$ cat src/rtl/ptmr_pkg.sv
`timescale 1ns/1ps
package ptmr_pkg;
  localparam int ADDR_W  = 2;
  localparam int CLR_BIT = 4;

  typedef enum logic [ADDR_W-1:0] {
    REG_CTRL   = 2'd0,
    REG_CNT_HI = 2'd1,
    REG_CNT_LO = 2'd2,
    REG_SPARE  = 2'd3
  } reg_addr_e;
endpackage

$ cat src/rtl/ptmr_prescaler.sv
`timescale 1ns/1ps
module ptmr_prescaler #(
  parameter int PS_W = 3
) (
  input  logic            clk,
  input  logic            rst,
  input  logic            clr,
  input  logic [PS_W-1:0] psel,
  input  logic            ext_i,
  output logic            tick
);
  localparam int NSEL  = 1 << PS_W;
  localparam int DIV_W = NSEL - 2;

  logic [DIV_W-1:0] div_q;
  logic [2:0]       sync_q;
  logic             ext_rise;
  logic [NSEL-1:0]  tick_opt;

  // free-running divider, phase restarted by the clear strobe
  always_ff @(posedge clk) begin
    if (rst || clr) div_q <= '0;
    else            div_q <= div_q + 1'b1;
  end

  // two synchronizer stages plus one stage for edge detection
  always_ff @(posedge clk) begin
    if (rst) sync_q <= '0;
    else     sync_q <= {sync_q[1:0], ext_i};
  end
  assign ext_rise = sync_q[1] & ~sync_q[2];

  // one enable option per select code; the last code is the pin
  generate
    for (genvar k = 0; k < NSEL - 1; k++) begin : g_rate
      if (k == 0) begin : g_full
        assign tick_opt[k] = 1'b1;
      end else begin : g_div
        assign tick_opt[k] = &div_q[k-1:0];
      end
    end
  endgenerate
  assign tick_opt[NSEL-1] = ext_rise;

  assign tick = tick_opt[psel];
endmodule

$ cat src/rtl/ptmr_counter.sv
`timescale 1ns/1ps
module ptmr_counter #(
  parameter int CNT_W = 16
) (
  input  logic             clk,
  input  logic             rst,
  input  logic             clr,
  input  logic             tick,
  output logic [CNT_W-1:0] cnt
);
  always_ff @(posedge clk) begin
    if (rst || clr) cnt <= '0;
    else if (tick)  cnt <= cnt + 1'b1;
  end
endmodule

$ cat src/rtl/ptmr_regs.sv
`timescale 1ns/1ps
module ptmr_regs
  import ptmr_pkg::*;
#(
  parameter int BUS_W = 8,
  parameter int PS_W  = 3,
  parameter int CNT_W = 16
) (
  input  logic              clk,
  input  logic              rst,
  input  logic [ADDR_W-1:0] addr,
  input  logic              rd_en,
  input  logic              wr_en,
  input  logic [BUS_W-1:0]  wdata,
  input  logic [CNT_W-1:0]  cnt,
  output logic [PS_W-1:0]   psel,
  output logic              clr,
  output logic [BUS_W-1:0]  rdata,
  output logic              held,
  output logic [BUS_W-1:0]  hold_byte
);
  logic ctrl_wr;
  logic unused_bits;

  assign ctrl_wr     = wr_en && (reg_addr_e'(addr) == REG_CTRL);
  assign unused_bits = ^{wdata, cnt};

  // control field and the registered clear strobe
  always_ff @(posedge clk) begin
    if (rst) begin
      psel <= '0;
      clr  <= 1'b0;
    end else begin
      clr <= ctrl_wr && wdata[CLR_BIT];
      if (ctrl_wr) psel <= wdata[PS_W-1:0];
    end
  end

  // registered readout with the coherent low-byte buffer
  always_ff @(posedge clk) begin
    if (rst) begin
      rdata     <= '0;
      held      <= 1'b0;
      hold_byte <= '0;
    end else if (rd_en) begin
      case (reg_addr_e'(addr))
        REG_CTRL:   rdata <= BUS_W'(psel);
        REG_CNT_HI: begin
          rdata <= cnt[CNT_W-1 -: BUS_W];
          if (!held) begin
            hold_byte <= cnt[BUS_W-1:0];
            held      <= 1'b1;
          end
        end
        REG_CNT_LO: begin
          rdata <= held ? hold_byte : cnt[BUS_W-1:0];
          held  <= 1'b0;
        end
        default:    rdata <= '0;
      endcase
    end
  end
endmodule

$ cat src/rtl/prescaled_timer.sv
`timescale 1ns/1ps
module prescaled_timer
  import ptmr_pkg::*;
#(
  parameter int BUS_W = 8,
  parameter int PS_W  = 3
) (
  input  logic              clk,
  input  logic              rst,
  input  logic              ext_clk,
  input  logic [ADDR_W-1:0] bus_addr,
  input  logic              bus_rd,
  input  logic              bus_wr,
  input  logic [BUS_W-1:0]  bus_wdata,
  output logic [BUS_W-1:0]  bus_rdata
);
  localparam int CNT_W = 2 * BUS_W;

  logic [PS_W-1:0]  psel;
  logic             sw_clr;
  logic             tick;
  logic [CNT_W-1:0] cnt_q;
  logic             held;
  logic [BUS_W-1:0] hold_byte;

  ptmr_regs #(.BUS_W(BUS_W), .PS_W(PS_W), .CNT_W(CNT_W)) u_regs (
    .clk(clk), .rst(rst), .addr(bus_addr), .rd_en(bus_rd), .wr_en(bus_wr),
    .wdata(bus_wdata), .cnt(cnt_q), .psel(psel), .clr(sw_clr),
    .rdata(bus_rdata), .held(held), .hold_byte(hold_byte)
  );

  ptmr_prescaler #(.PS_W(PS_W)) u_pre (
    .clk(clk), .rst(rst), .clr(sw_clr), .psel(psel), .ext_i(ext_clk), .tick(tick)
  );

  ptmr_counter #(.CNT_W(CNT_W)) u_cnt (
    .clk(clk), .rst(rst), .clr(sw_clr), .tick(tick), .cnt(cnt_q)
  );
endmodule

$ cat config.mk
export PLATFORM = sky130hd
export DESIGN_NAME = prescaled_timer
export DESIGN_NICKNAME = d
export VERILOG_FILES = /design/src/rtl/ptmr_pkg.sv /design/src/rtl/ptmr_prescaler.sv /design/src/rtl/ptmr_counter.sv /design/src/rtl/ptmr_regs.sv /design/src/rtl/prescaled_timer.sv
export SDC_FILE = /design/constraint.sdc
export NUM_CORES = 1
export LEC_CHECK = 0
export BUFFER_PORTS_ARGS = -buffer_cell sky130_fd_sc_hd__buf_2
export CORE_ASPECT_RATIO = 2
export CORE_MARGIN = 2
export CORE_UTILIZATION = 48
export CTS_BUF_LIST = sky130_fd_sc_hd__clkbuf_4
export CTS_CLUSTER_SIZE = 12
export DETAILED_ROUTE_END_ITERATION = 6
export HOLD_SLACK_MARGIN = 0.1
export PLACE_DENSITY_LB_ADDON = 0.08
export SYNTH_ARGS = -nofsm -noshare
export SYNTH_HDL_FRONTEND = slang
export SYNTH_HIERARCHICAL = 1
export SYNTH_SLANG_ARGS = --single-unit
$ cat constraint.sdc
create_clock -name clk -period 2.8 [get_ports clk]
set_clock_uncertainty 0.2 [all_clocks]
set_input_delay 0.28 -clock clk [delete_from_list [all_inputs] [get_ports clk]]
set_output_delay 0.28 -clock clk [all_outputs]
set_load 0.1 [all_outputs]
# ---- Word-level counts from Yosys, hierarchy flattened
# Cells that the tools add are included.
dict set report classes {
  n_reduce_logical 12
  muxes 5
  addsub 2
  order_cmp 1
  eq_ne 2
  n_bitwise 2
}
# op n
set op_table {}
lappend op_table {{case mux 8 bit (3 select lines)} 1}
lappend op_table {{adder 16 x 1 -> 16 bit, second input constant} 1}
lappend op_table {{two-way mux 8 bit} 1}
lappend op_table {{adder 6 x 1 -> 6 bit, second input constant} 1}
lappend op_table {{AND reduction 2 bit} 3}
lappend op_table {{AND reduction 6 bit} 1}
lappend op_table {{AND reduction 5 bit} 1}
lappend op_table {{less-than comparator 3 x 4 -> 1 bit, second input constant} 1}
lappend op_table {{AND reduction 4 bit} 1}
lappend op_table {{binary-select mux 1 bit (select 3 bit)} 1}
lappend op_table {{AND reduction 3 bit} 1}
lappend op_table {{== test 2 x 1 -> 1 bit, second input constant} 1}
lappend op_table {{== test 2 bit, second input constant} 1}
lappend op_table {{logical AND 1 bit} 2}
lappend op_table {{logical NOT 2 bit} 1}
lappend op_table {{case mux 1 bit (2 select lines)} 1}
lappend op_table {{nonzero test 2 bit} 1}
lappend op_table {{AND 1 bit} 1}
lappend op_table {{logical OR 1 bit} 1}
lappend op_table {{two-way mux 1 bit} 1}
lappend op_table {{inverter 1 bit} 1}
dict set report totals {
  reg_bits 46
  word_cells 32
  inputBits 15
}

# ---- Longest topological paths before layout
dict set report depth {
  word_depth 4
  mapped_depth 11
  ltp_nobuf 10
}

# ---- Modules after synthesis
# The synthesis kept the hierarchy.
# mod n_inst seq_area_each_um2 cells_each area_each_um2
set by_module_without_submodules {}
lappend by_module_without_submodules {ptmr_regs 1 420.4 103 991.0}
lappend by_module_without_submodules {ptmr_counter 1 320.3 81 716.9}
lappend by_module_without_submodules {ptmr_prescaler 1 180.2 39 390.4}

# ---- Least setup slack after synthesis
# No wires, ideal clock.
dict set report synth_timing {
  path_type {register to register}
  from {reg u_pre.div_q[0]}
  to {reg u_cnt.cnt[15]}
  setup_ns 0.116
  path_stages_with_launch 11
  t_required_ns 2.484
  arrival_ns 2.135
  period_less_slack_ns 2.451
  n_path_buf 1
  path_slack_ns 0.349
  path_cell_list {dfxtp_1 > ha_1 > nand3_1 > inv_1 > ha_1 > mux2_4 > o311a_1 > and4_1 > buf_6 > and4_2 > a31o_2}
}
dict set report synth_between {
  elab_chain_len 3
}
# element line_no
set synth_lines {}
lappend synth_lines {{start: declaration} ptmr_prescaler.sv:15} ;# logic [DIV_W-1:0] div_q;
lappend synth_lines {{start signal: assignment} ptmr_prescaler.sv:23} ;# else div_q <= div_q + 1'b1;
lappend synth_lines {{AND reduction 6 bit, or another cell as far along} ptmr_prescaler.sv:39} ;# assign tick_opt[k] = &div_q[k-1:0];
lappend synth_lines {{binary-select mux 1 bit (select 3 bit) *} ptmr_prescaler.sv:45} ;# assign tick = tick_opt[psel];
lappend synth_lines {{two-way mux 1 bit (implied by the code) *} ptmr_prescaler.sv:45}
lappend synth_lines {{via tick} prescaled_timer.sv:21} ;# logic tick;
lappend synth_lines {{end signal: assignment} ptmr_counter.sv:13} ;# else if (tick) cnt <= cnt + 1'b1;
lappend synth_lines {{end: declaration} ptmr_counter.sv:9} ;# output logic [CNT_W-1:0] cnt
# The timed path passes the listed nets; every way through them passes the cells marked *. The select of a mux whose other input is x is not followed.
# A chain may end at the register's enable or synchronous reset.

# ---- Worst setup path in the final report
dict set report layout_timing {
  from {reg u_pre.div_q[1]}
  to {reg u_cnt.cnt[14]}
}
# Same word-level chain as after synthesis.

==> flow_metrics.tcl <==
set metrics [dict create \
    synth_top_cell_area_share_pct 43.9 \
    fin_crit_sh_pct 90.4 \
    setup_violations 0 \
    synth.area.top_cells "dfxtp_1 44%, ha_1 4.8%, nor2_1 4.7%" \
    final_util_pct 56.2 \
    viasPerCell 5.36 \
    setup_ws_ns 0.269 \
    ioPinCount 23 \
    ir_worst_vdd_mv 0.354 \
    ys_seq_area_share_pct 43.9 \
    synth.distinct_cells 44 \
    rows 34 \
    synth_edf_count 0 \
    finalSetupTns_ns 0 \
    critical-path-top-delay-family "simple AND/OR/NAND/NOR gates" \
    synth_seq_cells 46 \
    worstMarginPinSlew_ns 0.651 \
    avgSynthCellArea_um2 9.41 \
    status "complete, no violations" \
    track_usage_pct 19.2 \
    critPathMaxStageDelay_ns 0.38 \
    placed_area_um2 2220 \
    rsz0062_at_grt "false" \
    antenna_found_initial 0 \
    area_delta_synth_final_pct 14.0 \
    end_kind "flop" \
    crit_type "reg -> reg" \
    final-hold-violation-count 0 \
    power_leakage_nw 1.01 \
    crit_fanout 8 \
    worstSetupStartpointType "flop" \
    grt_overflow 0 \
    grt_max_degree 29 \
    drive_above_1_share_pct 15.7 \
    coreArea_um2 4250 \
    port_buffers 18 \
    design.die.area_um2 4950 \
    die_h_um 97.5 \
    routed_wl_mm 4.23 \
    layout.nets 277 \
    worstPathCellList "ha_1 -> nand3_1 -> inv_1 -> ha_1 -> mux2_4 -> o311a_1 -> and4_1 -> nand4_1 -> or3_1 -> a21oi_1" \
    cp_common_cell "ha_1" \
    cts_resized 0 \
    numCtsBuffers 5 \
    cts_hold_buf 12 \
    drv_cap 0 \
    postSynthCellCount 223 \
    htreeDepth 2 \
    arrival_ns 2.63 \
    die_w_um 50.8 \
    relSlewSlack_pct 56.5 \
    routabilityCongestion 0.738 \
    cpMaxStageDelayCell "dfxtp_1" \
    syn_area_um2 2100 \
    drc 0 \
    yosysTopAreaCell "dfxtp_1" \
    post_cts_buffers 0 \
    cts_tree "done" \
    vias 1656 \
    worst-path-buf-inv 1 \
    holdCritPathClass "in -> reg" \
    fill_cells 409 \
    path_clk_slew_ns 0.14 \
    fmax_mhz 395 \
    wl_per_cell_um 13.7 \
    grt_pass1_wl_mm 7.36 \
    synthArstFlopShare_pct 0 \
    antenna_cells 0 \
    power_density_nw_per_um2 467 \
    fin_area_um2 2390 \
    yosys_warnings 6 \
    start_util_pct 49.3 \
    grt_pass1_vias 1591 \
    dp_hpwl_mm 2.98 \
    fin_crit_ns 2.53 \
    firstDrtPassIters 4 \
    place_ws_ns 0.285 \
    antenna_left 0 \
    synth_fp_nets 246 \
    final-max-slew-violation-count 0 \
    clkLatencyLatePin_ns 0.36 \
    root_buffer "clkbuf_4" \
    synthFlopType "dfxtp_1" \
    cp.required_ns 2.89 \
    first_iter_violations 28 \
    clockBufferDepth 2 \
    clock-sinks 46 \
]
worst reg2reg max path, cell delays in order, from the launching register on:
cell,delay (ns)
dfxtp_1,0.38
ha_1,0.21
nand3_1,0.11
inv_1,0.07
ha_1,0.13
mux2_4,0.13
o311a_1,0.18
and4_1,0.38
nand4_1,0.22
or3_1,0.34
a21oi_1,0.13
stage by stage:
stage | hold WS (ns) | cells | total power [mW]
after floorplan | 0.151 | 223 | 0.783
after global placement | 0.223 | 289 | 0.811
after detailed placement | 0.229 | 289 | 0.815
after CTS | 0.102 | 309 | 1.13
after global routing | 0.151 | 309 | 1.17
final | 0.116 | 309 | 1.12
layout make-up:
type / instances / area, um^2 / area share [%]
Multi-Input combinational cell: 164 / 1100 / 46.2
Sequential cell: 46 / 921 / 38.5
Timing Repair Buffer: 32 / 225 / 9.42
Tap cell: 54 / 67.6 / 2.83
Clock buffer: 6 / 45.0 / 1.88
Inverter: 5 / 18.8 / 0.785
Clock inverter: 2 / 8.76 / 0.366
power by group:
part	switching (mW)	total [mW]	internal, mW	leakage [nW]
sequential	0.0210	0.692	0.671	0.373
clock	0.203	0.308	0.104	0.0331
combinational	0.0601	0.117	0.0570	0.600
registers in the layout, indices dropped and copies added, names as in the netlist:
| signal | flops |
|---|---|
| u_pre/sync_q | 3 |
| u_regs/rdata | 8 |
| u_regs/held | 1 |
| u_regs/clr | 1 |
| u_regs/hold_byte | 8 |
| u_pre/div_q | 6 |
| u_regs/psel | 3 |
| u_cnt/cnt | 16 |
layout by cell type, fill, tap and decap left out, types with 2 or more instances in the layout:
cell type,instances
clkbuf_4,6
o21ai_1,3
nand4_1,4
nand2_1,21
o21ai_0,4
inv_1,5
or3_1,3
nor2b_1,8
a222oi_1,3
nor3_1,2
buf_4,2
and3_1,2
mux2i_1,9
mux2_4,4
xnor2_1,2
and2b_1,2
dlygate4sd3_1,12
a21oi_1,12
buf_2,18
nand3_1,9
nand3b_1,2
xor2_1,10
nor2_1,26
and4_1,2
and2_1,3
dfxtp_1,46
mux2_2,5
a31oi_1,5
ha_1,8
per-layer routing:
layer	share of wire [%]	up-vias	global-route usage, %
li1	-	846	-
met1	44	765	23.7
met2	48	29	30.6
met3	2.8	16	3.38
met4	4.8	0	11.4
met5	0	-	0
final timing paths:
path / startpoint / end / slack, ns / cells past startpoint
worst max register to register: u_pre/div_q[1] / u_cnt/cnt[14] / 0.27 / 10
worst max-delay path: u_pre/div_q[1] / u_cnt/cnt[14] / 0.27 / 10
worst min register to register: u_regs/rdata[1] / u_regs/rdata[1] / 0.25 / 2
worst min-delay path: bus_wr / u_regs/psel[2] / 0.12 / 4
cell usage after synthesis (all sizes together), types with 3 or more instances:
master and instances:
a222oi 3, or3 3, a31oi 5, o21ai 7, mux2i 9, mux2 9, nand4 4, xor2 10
buf 5, nor2 26, and2 4, clkbuf 3, dfxtp 46, and4 3, nand2 21, ha 8
nand3 10, a21oi 12, nor2b 8, inv 5
kinds of logic after synthesis:
group | Yosys count | synth area share (%)
and+or+nand+nor | 92 | 22.7
DFF | 46 | 43.9
AOI/OAI and AO/OA | 34 | 10.3
muxes | 18 | 9.84
buffers and inverters | 13 | 3.46
xor gates and xnor gates | 12 | 5.01
adders and majority gates | 8 | 4.77
Note: power is estimated with default switching activity, not from simulation.
